<file path="config.mk">
export PLATFORM = sky130hd
export DESIGN_NAME = pt_walker
export DESIGN_NICKNAME = d
export VERILOG_FILES = /design/src/rtl/ptw_pkg.sv /design/src/rtl/ptw_fsm.sv /design/src/rtl/ptw_addr.sv /design/src/rtl/ptw_result.sv /design/src/rtl/pt_walker.sv
export SDC_FILE = /design/constraint.sdc
export NUM_CORES = 1
export LEC_CHECK = 0
export ABC_AREA = 1
export ABC_CLOCK_PERIOD_IN_PS = 1450
export BUFFER_PORTS_ARGS = -buffer_cell sky130_fd_sc_hd__buf_2
export CORE_ASPECT_RATIO = 1.1
export CORE_MARGIN = 2
export CORE_UTILIZATION = 47
export CTS_CLUSTER_SIZE = 12
export DETAILED_ROUTE_END_ITERATION = 10
export GPL_TIMING_DRIVEN = 1
export PLACE_DENSITY_LB_ADDON = 0.2
export SYNTH_ARGS = -nofsm -noshare
export SYNTH_HDL_FRONTEND = slang
export SYNTH_SLANG_ARGS = --single-unit
</file>
<file path="constraint.sdc">
create_clock -name clk -period 1.45 [get_ports clk]
set_clock_uncertainty 0.1 [all_clocks]
set_input_delay 0.0725 -clock clk [delete_from_list [all_inputs] [get_ports clk]]
set_output_delay 0.0725 -clock clk [all_outputs]
set_load 0.01 [all_outputs]
</file>
<file path="src/rtl/ptw_pkg.sv">
package ptw_pkg;
  localparam int unsigned PERM_W = 3;

  typedef enum logic [2:0] {
    S_IDLE    = 3'd0,
    S_L1_REQ  = 3'd1,
    S_L1_WAIT = 3'd2,
    S_L2_REQ  = 3'd3,
    S_L2_WAIT = 3'd4,
    S_DONE    = 3'd5
  } walk_state_t;

  // A requested right that the entry lacks denies the access.
  function automatic logic access_denied(input logic [PERM_W-1:0] want,
                                         input logic [PERM_W-1:0] have);
    return |(want & ~have);
  endfunction
endpackage

</file>
<file path="src/rtl/ptw_fsm.sv">
module ptw_fsm
  import ptw_pkg::*;
(
  input  logic clk,
  input  logic rst_n,
  input  logic req_valid,
  input  logic mem_req_ready,
  input  logic mem_rsp_valid,
  input  logic rsp_entry_ok,
  output logic walk_start,
  output logic l1_take,
  output logic l2_take,
  output logic sel_l2,
  output logic mem_req_valid,
  output logic busy,
  output logic done
);
  walk_state_t state_q, state_d;

  assign walk_start    = (state_q == S_IDLE) && req_valid;
  assign l1_take       = (state_q == S_L1_WAIT) && mem_rsp_valid;
  assign l2_take       = (state_q == S_L2_WAIT) && mem_rsp_valid;
  assign sel_l2        = (state_q == S_L2_REQ);
  assign mem_req_valid = (state_q == S_L1_REQ) || (state_q == S_L2_REQ);
  assign busy          = (state_q != S_IDLE);
  assign done          = (state_q == S_DONE);

  always_comb begin
    state_d = state_q;
    unique case (state_q)
      S_IDLE:    if (req_valid) state_d = S_L1_REQ;
      S_L1_REQ:  if (mem_req_ready) state_d = S_L1_WAIT;
      S_L1_WAIT: if (mem_rsp_valid) state_d = rsp_entry_ok ? S_L2_REQ : S_DONE;
      S_L2_REQ:  if (mem_req_ready) state_d = S_L2_WAIT;
      S_L2_WAIT: if (mem_rsp_valid) state_d = S_DONE;
      S_DONE:    state_d = S_IDLE;
      default:   state_d = S_IDLE;
    endcase
  end

  always_ff @(posedge clk) begin
    if (!rst_n) state_q <= S_IDLE;
    else        state_q <= state_d;
  end
endmodule

</file>
<file path="src/rtl/ptw_addr.sv">
module ptw_addr #(
  parameter int unsigned ADDR_W = 32,
  parameter int unsigned IDX_W  = 10,
  parameter int unsigned OFF_W  = 12
) (
  input  logic              clk,
  input  logic              rst_n,
  input  logic              walk_start,
  input  logic [ADDR_W-1:0] req_va,
  input  logic [ADDR_W-1:0] ptbr,
  input  logic              l1_take,
  input  logic [ADDR_W-1:0] rsp_data,
  input  logic              sel_l2,
  output logic [ADDR_W-1:0] entry_addr
);
  localparam int unsigned BASE_W = ADDR_W - OFF_W;
  localparam int unsigned WORD_B = 2;
  localparam int unsigned PAD_W  = ADDR_W - IDX_W - WORD_B;

  logic [IDX_W-1:0]  idx1_q, idx2_q;
  logic [BASE_W-1:0] root_q, next_q;

  // Table base plus index scaled to a word offset.
  function automatic logic [ADDR_W-1:0] table_slot(input logic [BASE_W-1:0] base,
                                                   input logic [IDX_W-1:0] idx);
    return {base, {OFF_W{1'b0}}} + {{PAD_W{1'b0}}, idx, {WORD_B{1'b0}}};
  endfunction

  always_ff @(posedge clk) begin
    if (!rst_n) begin
      idx1_q <= '0;
      idx2_q <= '0;
      root_q <= '0;
      next_q <= '0;
    end else begin
      if (walk_start) begin
        idx1_q <= req_va[ADDR_W-1 -: IDX_W];
        idx2_q <= req_va[OFF_W +: IDX_W];
        root_q <= ptbr[ADDR_W-1:OFF_W];
      end
      if (l1_take) next_q <= rsp_data[ADDR_W-1:OFF_W];
    end
  end

  assign entry_addr = sel_l2 ? table_slot(next_q, idx2_q) : table_slot(root_q, idx1_q);
endmodule

</file>
<file path="src/rtl/ptw_result.sv">
module ptw_result
  import ptw_pkg::*;
#(
  parameter int unsigned ADDR_W = 32,
  parameter int unsigned OFF_W  = 12
) (
  input  logic                    clk,
  input  logic                    rst_n,
  input  logic                    walk_start,
  input  logic [PERM_W-1:0]       req_acc,
  input  logic                    l1_take,
  input  logic                    l2_take,
  input  logic [ADDR_W-1:0]       rsp_data,
  output logic [ADDR_W-OFF_W-1:0] res_ppn,
  output logic [PERM_W-1:0]       res_perm,
  output logic                    res_fpage,
  output logic                    res_fprot
);
  logic [PERM_W-1:0] acc_q;
  logic              entry_ok;
  logic [PERM_W-1:0] entry_perm;

  assign entry_ok   = rsp_data[0];
  assign entry_perm = rsp_data[PERM_W:1];

  always_ff @(posedge clk) begin
    if (!rst_n) begin
      acc_q     <= '0;
      res_ppn   <= '0;
      res_perm  <= '0;
      res_fpage <= 1'b0;
      res_fprot <= 1'b0;
    end else if (walk_start) begin
      acc_q     <= req_acc;
      res_ppn   <= '0;
      res_perm  <= '0;
      res_fpage <= 1'b0;
      res_fprot <= 1'b0;
    end else if (l1_take) begin
      res_fpage <= !entry_ok;
    end else if (l2_take) begin
      res_fpage <= !entry_ok;
      if (entry_ok) begin
        res_ppn   <= rsp_data[ADDR_W-1:OFF_W];
        res_perm  <= entry_perm;
        res_fprot <= access_denied(acc_q, entry_perm);
      end
    end
  end
endmodule

</file>
<file path="src/rtl/pt_walker.sv">
module pt_walker
  import ptw_pkg::*;
#(
  parameter int unsigned ADDR_W = 32,
  parameter int unsigned IDX_W  = 10,
  parameter int unsigned OFF_W  = 12
) (
  input  logic                    clk,
  input  logic                    rst_n,
  input  logic                    req_valid,
  output logic                    req_ready,
  input  logic [ADDR_W-1:0]       req_va,
  input  logic [PERM_W-1:0]       req_acc,
  input  logic [ADDR_W-1:0]       ptbr,
  output logic                    mem_req_valid,
  input  logic                    mem_req_ready,
  output logic [ADDR_W-1:0]       mem_req_addr,
  input  logic                    mem_rsp_valid,
  input  logic [ADDR_W-1:0]       mem_rsp_data,
  output logic                    busy,
  output logic                    done,
  output logic [ADDR_W-OFF_W-1:0] done_ppn,
  output logic [PERM_W-1:0]       done_perm,
  output logic                    tlb_fill,
  output logic                    fault_page,
  output logic                    fault_prot
);
  logic walk_start, l1_take, l2_take, sel_l2;
  logic res_fpage, res_fprot;

  ptw_fsm i_fsm (
    .clk(clk), .rst_n(rst_n), .req_valid(req_valid),
    .mem_req_ready(mem_req_ready), .mem_rsp_valid(mem_rsp_valid),
    .rsp_entry_ok(mem_rsp_data[0]),
    .walk_start(walk_start), .l1_take(l1_take), .l2_take(l2_take),
    .sel_l2(sel_l2), .mem_req_valid(mem_req_valid), .busy(busy), .done(done)
  );

  ptw_addr #(.ADDR_W(ADDR_W), .IDX_W(IDX_W), .OFF_W(OFF_W)) i_addr (
    .clk(clk), .rst_n(rst_n), .walk_start(walk_start), .req_va(req_va),
    .ptbr(ptbr), .l1_take(l1_take), .rsp_data(mem_rsp_data),
    .sel_l2(sel_l2), .entry_addr(mem_req_addr)
  );

  ptw_result #(.ADDR_W(ADDR_W), .OFF_W(OFF_W)) i_res (
    .clk(clk), .rst_n(rst_n), .walk_start(walk_start), .req_acc(req_acc),
    .l1_take(l1_take), .l2_take(l2_take), .rsp_data(mem_rsp_data),
    .res_ppn(done_ppn), .res_perm(done_perm),
    .res_fpage(res_fpage), .res_fprot(res_fprot)
  );

  assign req_ready  = !busy;
  assign fault_page = done && res_fpage;
  assign fault_prot = done && res_fprot;
  assign tlb_fill   = done && !res_fpage;
endmodule

</file>
==> results.yml, run 1 <==
detailed_routing:
  vias_per_cell: 5.138
  wl_met2_um: 6613
  routed_wl_um: 12880
  route.vias.total: 4342
  dr.pass1.iters: 5
  first_iter_violations: 174
  dr.max_layer_used: "met4"
  post-route-drc-count: 0
  wl_per_cell_um: 15.25
  postRouteAntennaNets: 0
  wl_met3_um: 701
  wl_met1_um: 5139
clock_network:
  cts_buffers: 9
  clk_pin_slew_ps: 90
  clockRootBuffer: "clkbuf_8"
  clock_sinks: 91
  cts_tree: "yes"
  cts-htree-levels: 3
  clock_latency_ps: 350
  cts_buffer_depth: 2
critical_path:
  endpoint_kind: "primary output"
  cp_slowest_cell: "dfxtp_4"
  start_kind: "flop"
  crit_chain: "buf_4 -> nand2_4 -> buf_8 -> nand2_1 -> o21ai_1 -> buf_2"
  cp_slowest_stage_delay_ps: 380
  cp_data_required_time_ps: 1280
  arrival_ps: 1510
  path_class: "reg -> out"
  crit_fanout: 20
die:
  coreArea_mm2: 0.007870
  ioPinCount: 166
  rows: 34
  start_util_pct: 48.33
  die_area_mm2: 0.008829
  dieWidth_um: 89.78
  die_h_um: 98.35
sta:
  max_freq_mhz: 594.9
  fin_ws_ps: -230.9
  final_max_slew_viol_count: 0
  rsz0062_at_grt: "yes"
  min_period_over_period_pct: 115.9
  setup_violations: 50
  hold_viol: 0
  maxSlewHeadroom_pct: 46.83
  post-route-min-period_ps: 1681
  worst_pin_slew_ps: 797.5
cells_and_area:
  design_area_mm2: 0.006173
  final_util_pct: 78.44
  area_growth_pct: 62.30
  drive_gt1_share_pct: 38.13
  final_net_count: 837
  n_antenna_cell: 0
yosys:
  synth_edf_count: 0
  yosysTopAreaCell: "dfxtp_1"
  async_flop_share_pct: 0
  synth_seq_area_share_pct: 47.89
  synth_cell_type_count: 24
  synth_most_common_cell: "dfxtp_1"
  netlist_instances: 511
  yosysTopAreaCellShare_pct: 47.89
  avgSynthCellArea_um2: 7.444
  ys.flop_type: "dfxtp_1"
  yosys-top-cells-area: "dfxtp_1 (48%), a21oi_1 (8.8%), o21ai_0 (8.3%), nand2_1 (7.9%), nor2_1 (7.5%)"
  synth_seq_cells: 91
  syn_area_mm2: 0.003804
  synthTopCellsByCount: "dfxtp_1 (91), nand2_1 (80), nor2_1 (76), a21oi_1 (67), o21ai_0 (63)"
  yosys_warnings: 0
grt:
  grt_max_degree: 31
  grt_pass1_wl_um: 18490
  grt_util_all_layers_pct: 25.45
  grt_pass1_vias: 4052
  antenna_found_initial: 0
  overflow: 0
status:
  status: "finished with violations"
  violations: "negative setup slack"
place:
  dp_hpwl_um: 6956
  numPortBuffers: 131
  gp_congestion: 0.8656
  placed_cell_area_mm2: 0.004649
hold_path:
  hp-class: "in -> reg"
pwr:
  power_leakage_nw: 2.783
  ir_drop_v: 0.001209
  powerDensity_mw_per_mm2: 1525
run:
  maxCapViolations: 0
-- critical path: cells and delay by family, from the launching register on --
kind                   cells  cell delay [ps]
buffers and inverters      3              480
flip-flops                 1              380
AND/OR/NAND/NOR            2              200
AO/OA/AOI/OAI              1              100
-- stage by stage --
step	setup WS [ps]	hold slack, ps	std cells	power [mW]	setup TNS, ps
final	-230.9	28.23	845	9.414	-6366
after global routing	-278.6	44.69	845	9.907	-12710
after CTS	-195.4	15.78	830	8.383	-6016
after detailed placement	1.702	224.3	740	6.085	0
after global placement	3.512	220.8	740	6.021	0
after floorplan	0.7033	107.4	512	5.052	0
-- cells in the final DEF, fill, tap and decap left out, types with 6 or more instances in the layout --
| cell | instances |
|---|---|
| a21oi_1 | 51 |
| a21oi_2 | 36 |
| buf_12 | 6 |
| buf_2 | 130 |
| buf_4 | 18 |
| buf_6 | 8 |
| clkbuf_16 | 7 |
| clkbuf_8 | 9 |
| dfxtp_1 | 88 |
| dlygate4sd3_1 | 68 |
| inv_1 | 44 |
| nand2_1 | 80 |
| nand3_1 | 13 |
| nor2_1 | 61 |
| nor2_2 | 13 |
| o21ai_0 | 26 |
| o21ai_1 | 18 |
| o21ai_2 | 21 |
-- flip-flops by register name (all words and copies together) (netlist names) --
| name | cells |
|---|---|
| i_res.res_fpage | 1 |
| i_addr.next_q | 20 |
| i_res.res_fprot | 1 |
| i_addr.idx1_q | 10 |
| i_res.res_perm | 3 |
| i_fsm.state_q | 3 |
| i_addr.root_q | 20 |
| i_res.acc_q | 3 |
| i_addr.idx2_q | 10 |
| i_res.res_ppn | 20 |
-- final cells by class --
cell class                 instances  area, um^2
timing repair buffer             243        1947
sequential                        91        1831
clock buffer                       9       123.9
inverter                          49       186.4
clock inverter                     6       90.09
fill                             495        1697
tap                              108       135.1
multi-input combinational        339        1861
-- repair_timing --
action	4_1_cts	5_1_grt
resized for setup	30	92
hold buffers	68	0
setup endpoints to repair	44	120
cloned	1	10
setup buffers	6	5
endpoints found under the hold margin	87	0
pin swaps	2	6
-- cell families after synthesis --
family	Yosys count	share of synthesized area (%)
AO/OA/AOI/OAI	154	22.30
buffers and inverters	84	9.868
flip-flops	91	47.89
other	1	0.09859
AND/OR/NAND/NOR	181	19.84
-- report_power, final --
part / switching (mW) / total (mW) / internal [mW]
combinational: 2.29 / 4.26 / 1.97
sequential: 0.242 / 3.27 / 3.03
clock: 0.918 / 1.89 / 0.968
total: 3.45 / 9.41 / 5.97
-- path summary, 6_finish.rpt --
path                startpoint                end  slack (ps)  depth (start not counted)
max reg2reg   i_fsm.state_q[1]   i_addr.idx1_q[3]         -50                          8
min              mem_rsp_valid    i_res.res_fpage          30                          4
min reg2reg  i_addr.root_q[15]  i_addr.root_q[15]         350                          2
max           i_fsm.state_q[1]    mem_req_addr[5]        -230                          6
-- metal layers --
layer,track usage (%),vias up
met2,45.05,200
met1,30.62,2015
met5,0,-
met4,10.65,0
li1,-,2084
met3,4.475,43
No activity file was read; power rests on OpenSTA's default activity.
==> inputs of run 2 (changes only) <==
--- a/config.mk
+++ b/config.mk
@@ -8,12 +8,13 @@
 export ABC_AREA = 1
 export ABC_CLOCK_PERIOD_IN_PS = 1450
 export BUFFER_PORTS_ARGS = -buffer_cell sky130_fd_sc_hd__buf_2
-export CORE_ASPECT_RATIO = 1.1
+export CORE_ASPECT_RATIO = 0.8
 export CORE_MARGIN = 2
 export CORE_UTILIZATION = 47
-export CTS_CLUSTER_SIZE = 12
+export CTS_CLUSTER_SIZE = 30
 export DETAILED_ROUTE_END_ITERATION = 10
 export GPL_TIMING_DRIVEN = 1
+export MAX_ROUTING_LAYER = met4
 export PLACE_DENSITY_LB_ADDON = 0.2
 export SYNTH_ARGS = -nofsm -noshare
 export SYNTH_HDL_FRONTEND = slang
==> run 2 against run 1 <==
The run still ends with negative setup slack left. First-iteration DRC count increased by 37%. Clock power increased by 9.5%. Register-to-register slack got worse by 130 ps. Largest cell class unchanged.
==> results.yml, run 2 (same netlist as run 1, synthesis figures left out) <==
die:
  ioPinCount: 166
  die_area_mm2: 0.008833
  rows: 29
  die_h_um: 84.46
  start_util_pct: 48.09
  coreArea_mm2: 0.007910
  dieWidth_um: 104.6
place:
  numPortBuffers: 131
  dp_hpwl_um: 7248
  placedCellCount: 740
  placed_cell_area_mm2: 0.004662
  gp_congestion: 0.8873
sta:
  hold_viol: 0
  rsz0062_at_grt: "yes"
  holdWs_ps: 17.49
  setup_violations: 108
  fin_ws_ps: -260.4
  min_period_over_period_pct: 118.0
  max_freq_mhz: 584.7
  final_max_slew_viol_count: 0
  worst_pin_slew_ps: 503.7
  maxSlewHeadroom_pct: 66.42
  post-route-min-period_ps: 1710
critical_path:
  path_class: "reg -> out"
  cp_slowest_cell: "dfxtp_2"
  r2r_start: "i_fsm.state_q[0]"
  rrSetupSlack_ps: -180
  crit_fanout: 15
  rr_endpoint: "i_addr.idx2_q[2]"
  start_kind: "flop"
  crit_chain: "inv_4 -> nor2_4 -> nand2_4 -> buf_16 -> a21oi_2 -> buf_2"
  cp_data_required_time_ps: 1280
  reg2reg_depth: 9
  cp_slowest_stage_delay_ps: 360
  endpoint_kind: "primary output"
  arrival_ps: 1540
grt:
  grt_max_degree: 39
  grt_pass1_vias: 4072
  grt_util_all_layers_pct: 28.10
  grt_pass1_wl_um: 19450
  overflow: 0
  antenna_found_initial: 0
cells_and_area:
  drive_gt1_share_pct: 39.24
  area_growth_pct: 64.87
  instances_no_fill: 848
  regArea_mm2: 0.001831
  layout_common_cells: "buf_2 (128), dfxtp_1 (88), nand2_1 (77), dlygate4sd3_1 (68), nor2_1 (61)"
  fillers: 536
  largest_registers: "i_addr.next_q: 20 flops, i_addr.root_q: 20 flops, i_res.res_ppn: 20 flops"
  multi_input_area_mm2: 0.001913
  final_net_count: 838
  design_area_mm2: 0.006271
  final_common_cell: "buf_2"
detailed_routing:
  vias_per_cell: 5.215
  dr.pass1.iters: 5
  postRouteAntennaNets: 0
  route.vias.total: 4422
  wl_per_cell_um: 15.78
  routed_wl_um: 13380
  post-route-drc-count: 0
  first_iter_violations: 238
clock_network:
  clock_sinks: 91
  cts_tree: "yes"
  cts-htree-levels: 3
  clk_pin_slew_ps: 90
  clockRootBuffer: "clkbuf_8"
  cts_buffer_depth: 2
  clock_latency_ps: 360
  cts_buffers: 9
pwr:
  powerDensity_mw_per_mm2: 1568
  power.total_mw: 9.835
  ir_drop_v: 0.0009865
  power_leakage_nw: 2.806
hold_path:
  hp-class: "in -> reg"
  whs_path_depth: 4
  whs_endpoint: "i_res.res_fpage"
  worstHoldStart: "mem_rsp_valid"
status:
  violations: "negative setup slack"
  status: "finished with violations"
run:
  maxCapViolations: 0
-- run 2: per-layer routing --
metal | vias to the layer above | wire length [um] | track usage (%) | part of all wire [%]
met5 | - | 0 | - | 0
met4 | 0 | 218 | 6.788 | 1.6
met3 | 23 | 879 | 5.745 | 6.6
met2 | 187 | 6539 | 47.59 | 49
met1 | 2113 | 5744 | 34.69 | 43
li1 | 2099 | - | - | -
-- run 2: how the worst max path moves through the flow --
stage                                   to              from  cells after the start  slack (ps)
after CTS                       fault_prot  i_fsm.state_q[1]                      5        -240
after global placement          fault_prot  i_fsm.state_q[2]                      5         -30
after floorplan                 fault_page  i_fsm.state_q[2]                      4         0.7
after global routing      mem_req_addr[25]  i_fsm.state_q[0]                      7        -310
after detailed placement   mem_req_addr[6]  i_fsm.state_q[0]                      6          -5
final                     mem_req_addr[25]  i_fsm.state_q[0]                      6        -260
-- run 2: power by group --
| group | internal (mW) | switching (mW) | leakage, nW |
|---|---|---|---|
| clock network | 1.15 | 0.920 | 0.117 |
| logic | 2.06 | 2.42 | 1.94 |
| registers | 3.03 | 0.253 | 0.744 |
-- run 2: layout make-up --
| type | count | share of cell area (%) |
|---|---|---|
| diodes | 1 | 0.03990 |
| clock buffers | 10 | 2.035 |
| clock inverters | 6 | 1.776 |
| inverters | 49 | 2.973 |
| multi-input cells | 339 | 30.51 |
| flip-flops and latches | 91 | 29.19 |
| well taps | 108 | 2.155 |
| repair buffers | 244 | 31.32 |
-- run 2: worst max-delay path, delay by kind of cell, from the launching register on --
family | cells | cell delay, ps
AOI/OAI and AO/OA | 1 | 160
and+or+nand+nor | 2 | 250
DFF | 1 | 360
buffers and inverters | 3 | 400
-- run 2: per-stage QoR --
step           setup slack, ps  TNS [ps]  util [%]
2_1_floorplan           0.7033         0         -
3_3_place_gp            -25.16    -58.99     58.94
3_5_place_dp            -5.030    -17.01     58.94
4_1_cts                 -236.2     -7260     74.04
5_1_grt                 -311.0    -20750     79.25
6_report                -260.4    -12970     79.28
-- run 2: repair_timing --
item | 4_1_cts | 5_1_grt
hold endpoints to repair | 89 | 0
pin swaps | 3 | 17
cloned | 5 | 6
hold buffers | 68 | 0
buffers inserted | 9 | 3
endpoints found under the setup margin | 47 | 123
gates resized for setup | 63 | 77
==> inputs of run 3 (changes only) <==
--- a/config.mk
+++ b/config.mk
@@ -5,16 +5,14 @@
 export SDC_FILE = /design/constraint.sdc
 export NUM_CORES = 1
 export LEC_CHECK = 0
-export ABC_AREA = 1
 export ABC_CLOCK_PERIOD_IN_PS = 1450
 export BUFFER_PORTS_ARGS = -buffer_cell sky130_fd_sc_hd__buf_2
 export CORE_ASPECT_RATIO = 0.8
 export CORE_MARGIN = 2
-export CORE_UTILIZATION = 47
+export CORE_UTILIZATION = 48
 export CTS_CLUSTER_SIZE = 30
 export DETAILED_ROUTE_END_ITERATION = 10
 export GPL_TIMING_DRIVEN = 1
-export MAX_ROUTING_LAYER = met4
 export PLACE_DENSITY_LB_ADDON = 0.2
 export SYNTH_ARGS = -nofsm -noshare
 export SYNTH_HDL_FRONTEND = slang
==> run 3 against run 2 <==
The flow still finishes with violations (negative setup slack). First-iteration DRC count increased by 8.0%. Power is 42% lower. Die area is 0.63% higher. Count of clock-buffer cells in the layout decreased by 1. Setup slack worse by 240 ps. Synthesized cell count is 8.8% lower. Hold slack better by 98 ps. Flip-flop and latch count did not move. Critical path type unchanged.
==> results.yml, run 3 <==
status:
  status: "finished with violations"
  violations: "negative setup slack"
clock_network:
  cts-htree-levels: 3
  clock_sinks: 91
  clock_latency_ps: 350
  cts_tree: "yes"
  cts_buffer_depth: 2
  clk_pin_slew_ps: 90
  cts_buffers: 9
  clockRootBuffer: "clkbuf_8"
pwr:
  p_seq_share_pct: 46.7
  p_sw_share_pct: 28.58
  combPwrFrac_pct: 22.8
  p_int_mw: 4.104
  switching_power_mw: 1.643
  power_leakage_nw: 2.617
  ir_drop_v: 0.0007493
  p_clk_share_pct: 30.4
  powerDensity_mw_per_mm2: 932.1
  power.total_mw: 5.747
yosys:
  synth_mux_area_share_pct: 8.896
  syn_area_mm2: 0.003910
  yosysTopAreaCellShare_pct: 46.59
  synth_edf_count: 0
  netlist_instances: 466
  yosys_warnings: 0
  synth_compound_area_share_pct: 16.90
  synth_top_family_by_area: "simple AND/OR/NAND/NOR gates"
  synth_xor_area_share_pct: 0.2240
  avgSynthCellArea_um2: 8.391
  async_flop_share_pct: 0
  synth_most_common_cell: "nand2_1"
  synth_seq_cells: 91
  yosys-top-cells-area: "dfxtp_1 (47%), nand2_1 (12%), a21oi_1 (10%), mux2_2 (8.6%), nand3_1 (2.9%)"
  yosys.area_share.simple_pct: 20.54
  synth_cell_type_count: 39
  synth_seq_area_share_pct: 46.59
  synthTopCellsByCount: "nand2_1 (128), dfxtp_1 (91), a21oi_1 (79), mux2_2 (30), nand3_1 (23)"
  ys.flop_type: "dfxtp_1"
  synthAdderAreaFrac_pct: 0
  yosysTopAreaCell: "dfxtp_1"
cells_and_area:
  area_growth_pct: 57.70
  instances_no_fill: 787
  largest_registers: "i_addr.next_q: 20 flops, i_addr.root_q: 20 flops, i_res.res_ppn: 20 flops"
  fillers: 539
  layout_common_cells: "nand2_1 (125), buf_2 (102), dfxtp_1 (89), a21oi_1 (67), dlygate4sd3_1 (67)"
  drive_gt1_share_pct: 37.85
  final_net_count: 778
  n_antenna_cell: 0
  final_common_cell: "nand2_1"
die:
  ioPinCount: 166
  rows: 29
  die_area_mm2: 0.008888
  coreArea_mm2: 0.007910
  start_util_pct: 49.43
  dieWidth_um: 104.9
  die_h_um: 84.73
place:
  gp_congestion: 0.7781
  numPortBuffers: 131
  dp_hpwl_um: 7055
  placedCellCount: 685
detailed_routing:
  post-route-drc-count: 0
  postRouteAntennaNets: 0
  wl_per_cell_um: 16.88
  vias_per_cell: 5.325
  route.vias.total: 4191
  first_iter_violations: 257
  dr.pass1.iters: 4
  routed_wl_um: 13280
critical_path:
  start_kind: "flop"
  arrival_ps: 1780
  cp_slowest_stage_delay_ps: 350
  rrSetupSlack_ps: -390
  cp_common_cell: "buf_6"
  cp_slowest_cell: "mux2_2"
  endpoint_kind: "primary output"
  worst-path-buf-inv: 4
  crit_fanout: 8
  cpLargestDelayFamily: "buffers and inverters"
  path_class: "reg -> out"
  crit_chain: "buf_6 -> nor2b_4 -> nand2_4 -> buf_12 -> buf_16 -> mux2_2 -> buf_6"
  cp_data_required_time_ps: 1280
sta:
  post-route-min-period_ps: 1951
  min_period_over_period_pct: 134.5
  rsz0062_at_grt: "yes"
  setup_violations: 127
  max_freq_mhz: 512.6
  final_max_slew_viol_count: 0
  fin_ws_ps: -500.7
  hold_viol: 0
hold_path:
  hp-class: "in -> reg"
grt:
  grt_util_all_layers_pct: 29.58
  grt_pass1_vias: 4257
  grt_max_degree: 64
  grt_pass1_wl_um: 20730
  overflow: 0
  antenna_found_initial: 0
run:
  maxCapViolations: 0
-- run 3: cell types whose count changed after synthesis, moves of 6 or more --
cell and change:
inv_1 -39, a21oi_2 -10, o21ai_0 -41, nor2_1 -73
nand2_1 +48, nor2b_1 +6, mux2_2 +30, nand3_1 +8
a21oi_1 +12
-- run 3: repair_timing --
action / CTS / global route
gates cloned: 7 / 0
buffers inserted: 9 / 6
resized for setup: 62 / 30
hold endpoints to repair: 87 / 0
pin swaps: 4 / 5
hold buffers: 67 / 0
endpoints found under the setup margin: 125 / 127
-- run 3: final timing paths --
check	start	end	cells past startpoint
worst max-delay path	i_fsm.state_q[1]	mem_req_addr[23]	7
worst min-delay path	mem_req_ready	i_fsm.state_q[0]	3
worst max register to register	i_fsm.state_q[2]	i_addr.idx2_q[5]	4
worst min register to register	i_addr.next_q[8]	i_addr.next_q[8]	2
-- run 3: through the flow --
step           hold WS, ps  cell area [um^2]  setup TNS [ps]  util [%]  setup slack [ps]
5_1_grt              118.5              6166          -44880     77.95            -549.5
6_report             115.5              6166          -39380     77.95            -500.7
2_1_floorplan        100.4              3914           -3870         -            -68.31
3_5_place_dp         219.7              4678          -20390     59.14            -260.0
4_1_cts              62.99              6058          -35560     76.59            -478.4
3_3_place_gp         216.4              4678          -18760     59.14            -229.6
-- run 3: worst min-delay path, delay by kind of cell --
family                 cells  cell delay, ps
AOI/OAI and AO/OA          1             290
buffers and inverters      1             100
and+or+nand+nor            1              70
-- run 3: power by group through the flow --
stage | clock [mW] | combinational, mW | sequential (mW)
2_1_floorplan | 0 | 0.584 | 2.72
3_3_place_gp | 0 | 0.874 | 2.73
6_report | 1.75 | 1.31 | 2.69
5_1_grt | 1.89 | 1.40 | 2.70
3_5_place_dp | 0 | 0.886 | 2.74
4_1_cts | 1.78 | 1.22 | 2.68
-- run 3: kinds of logic after synthesis --
kind of cell | after synthesis
other | 1
buffers and inverters | 47
multiplexers | 31
XOR/XNOR | 1
AND/OR/NAND/NOR | 176
flip-flops | 91
AO/OA/AOI/OAI | 119
-- run 3: final cells by class --
| type | instances | area (um^2) | share of cell area [%] |
|---|---|---|---|
| inverters | 6 | 22.52 | 0.3653 |
| well taps | 108 | 135.1 | 2.192 |
| flip-flops and latches | 91 | 1824 | 29.59 |
| clock buffers | 9 | 123.9 | 2.009 |
| repair buffers | 234 | 1946 | 31.55 |
| multi-input cells | 332 | 2038 | 33.06 |
| clock inverters | 7 | 76.32 | 1.238 |
-- run 3: routing by layer --
layer	track usage [%]	vias to the layer above	routed length (um)
li1	-	1994	-
met1	37.23	2006	5691
met2	50.89	162	6549
met3	5.745	29	727
met4	10.42	0	315
met5	0	-	0
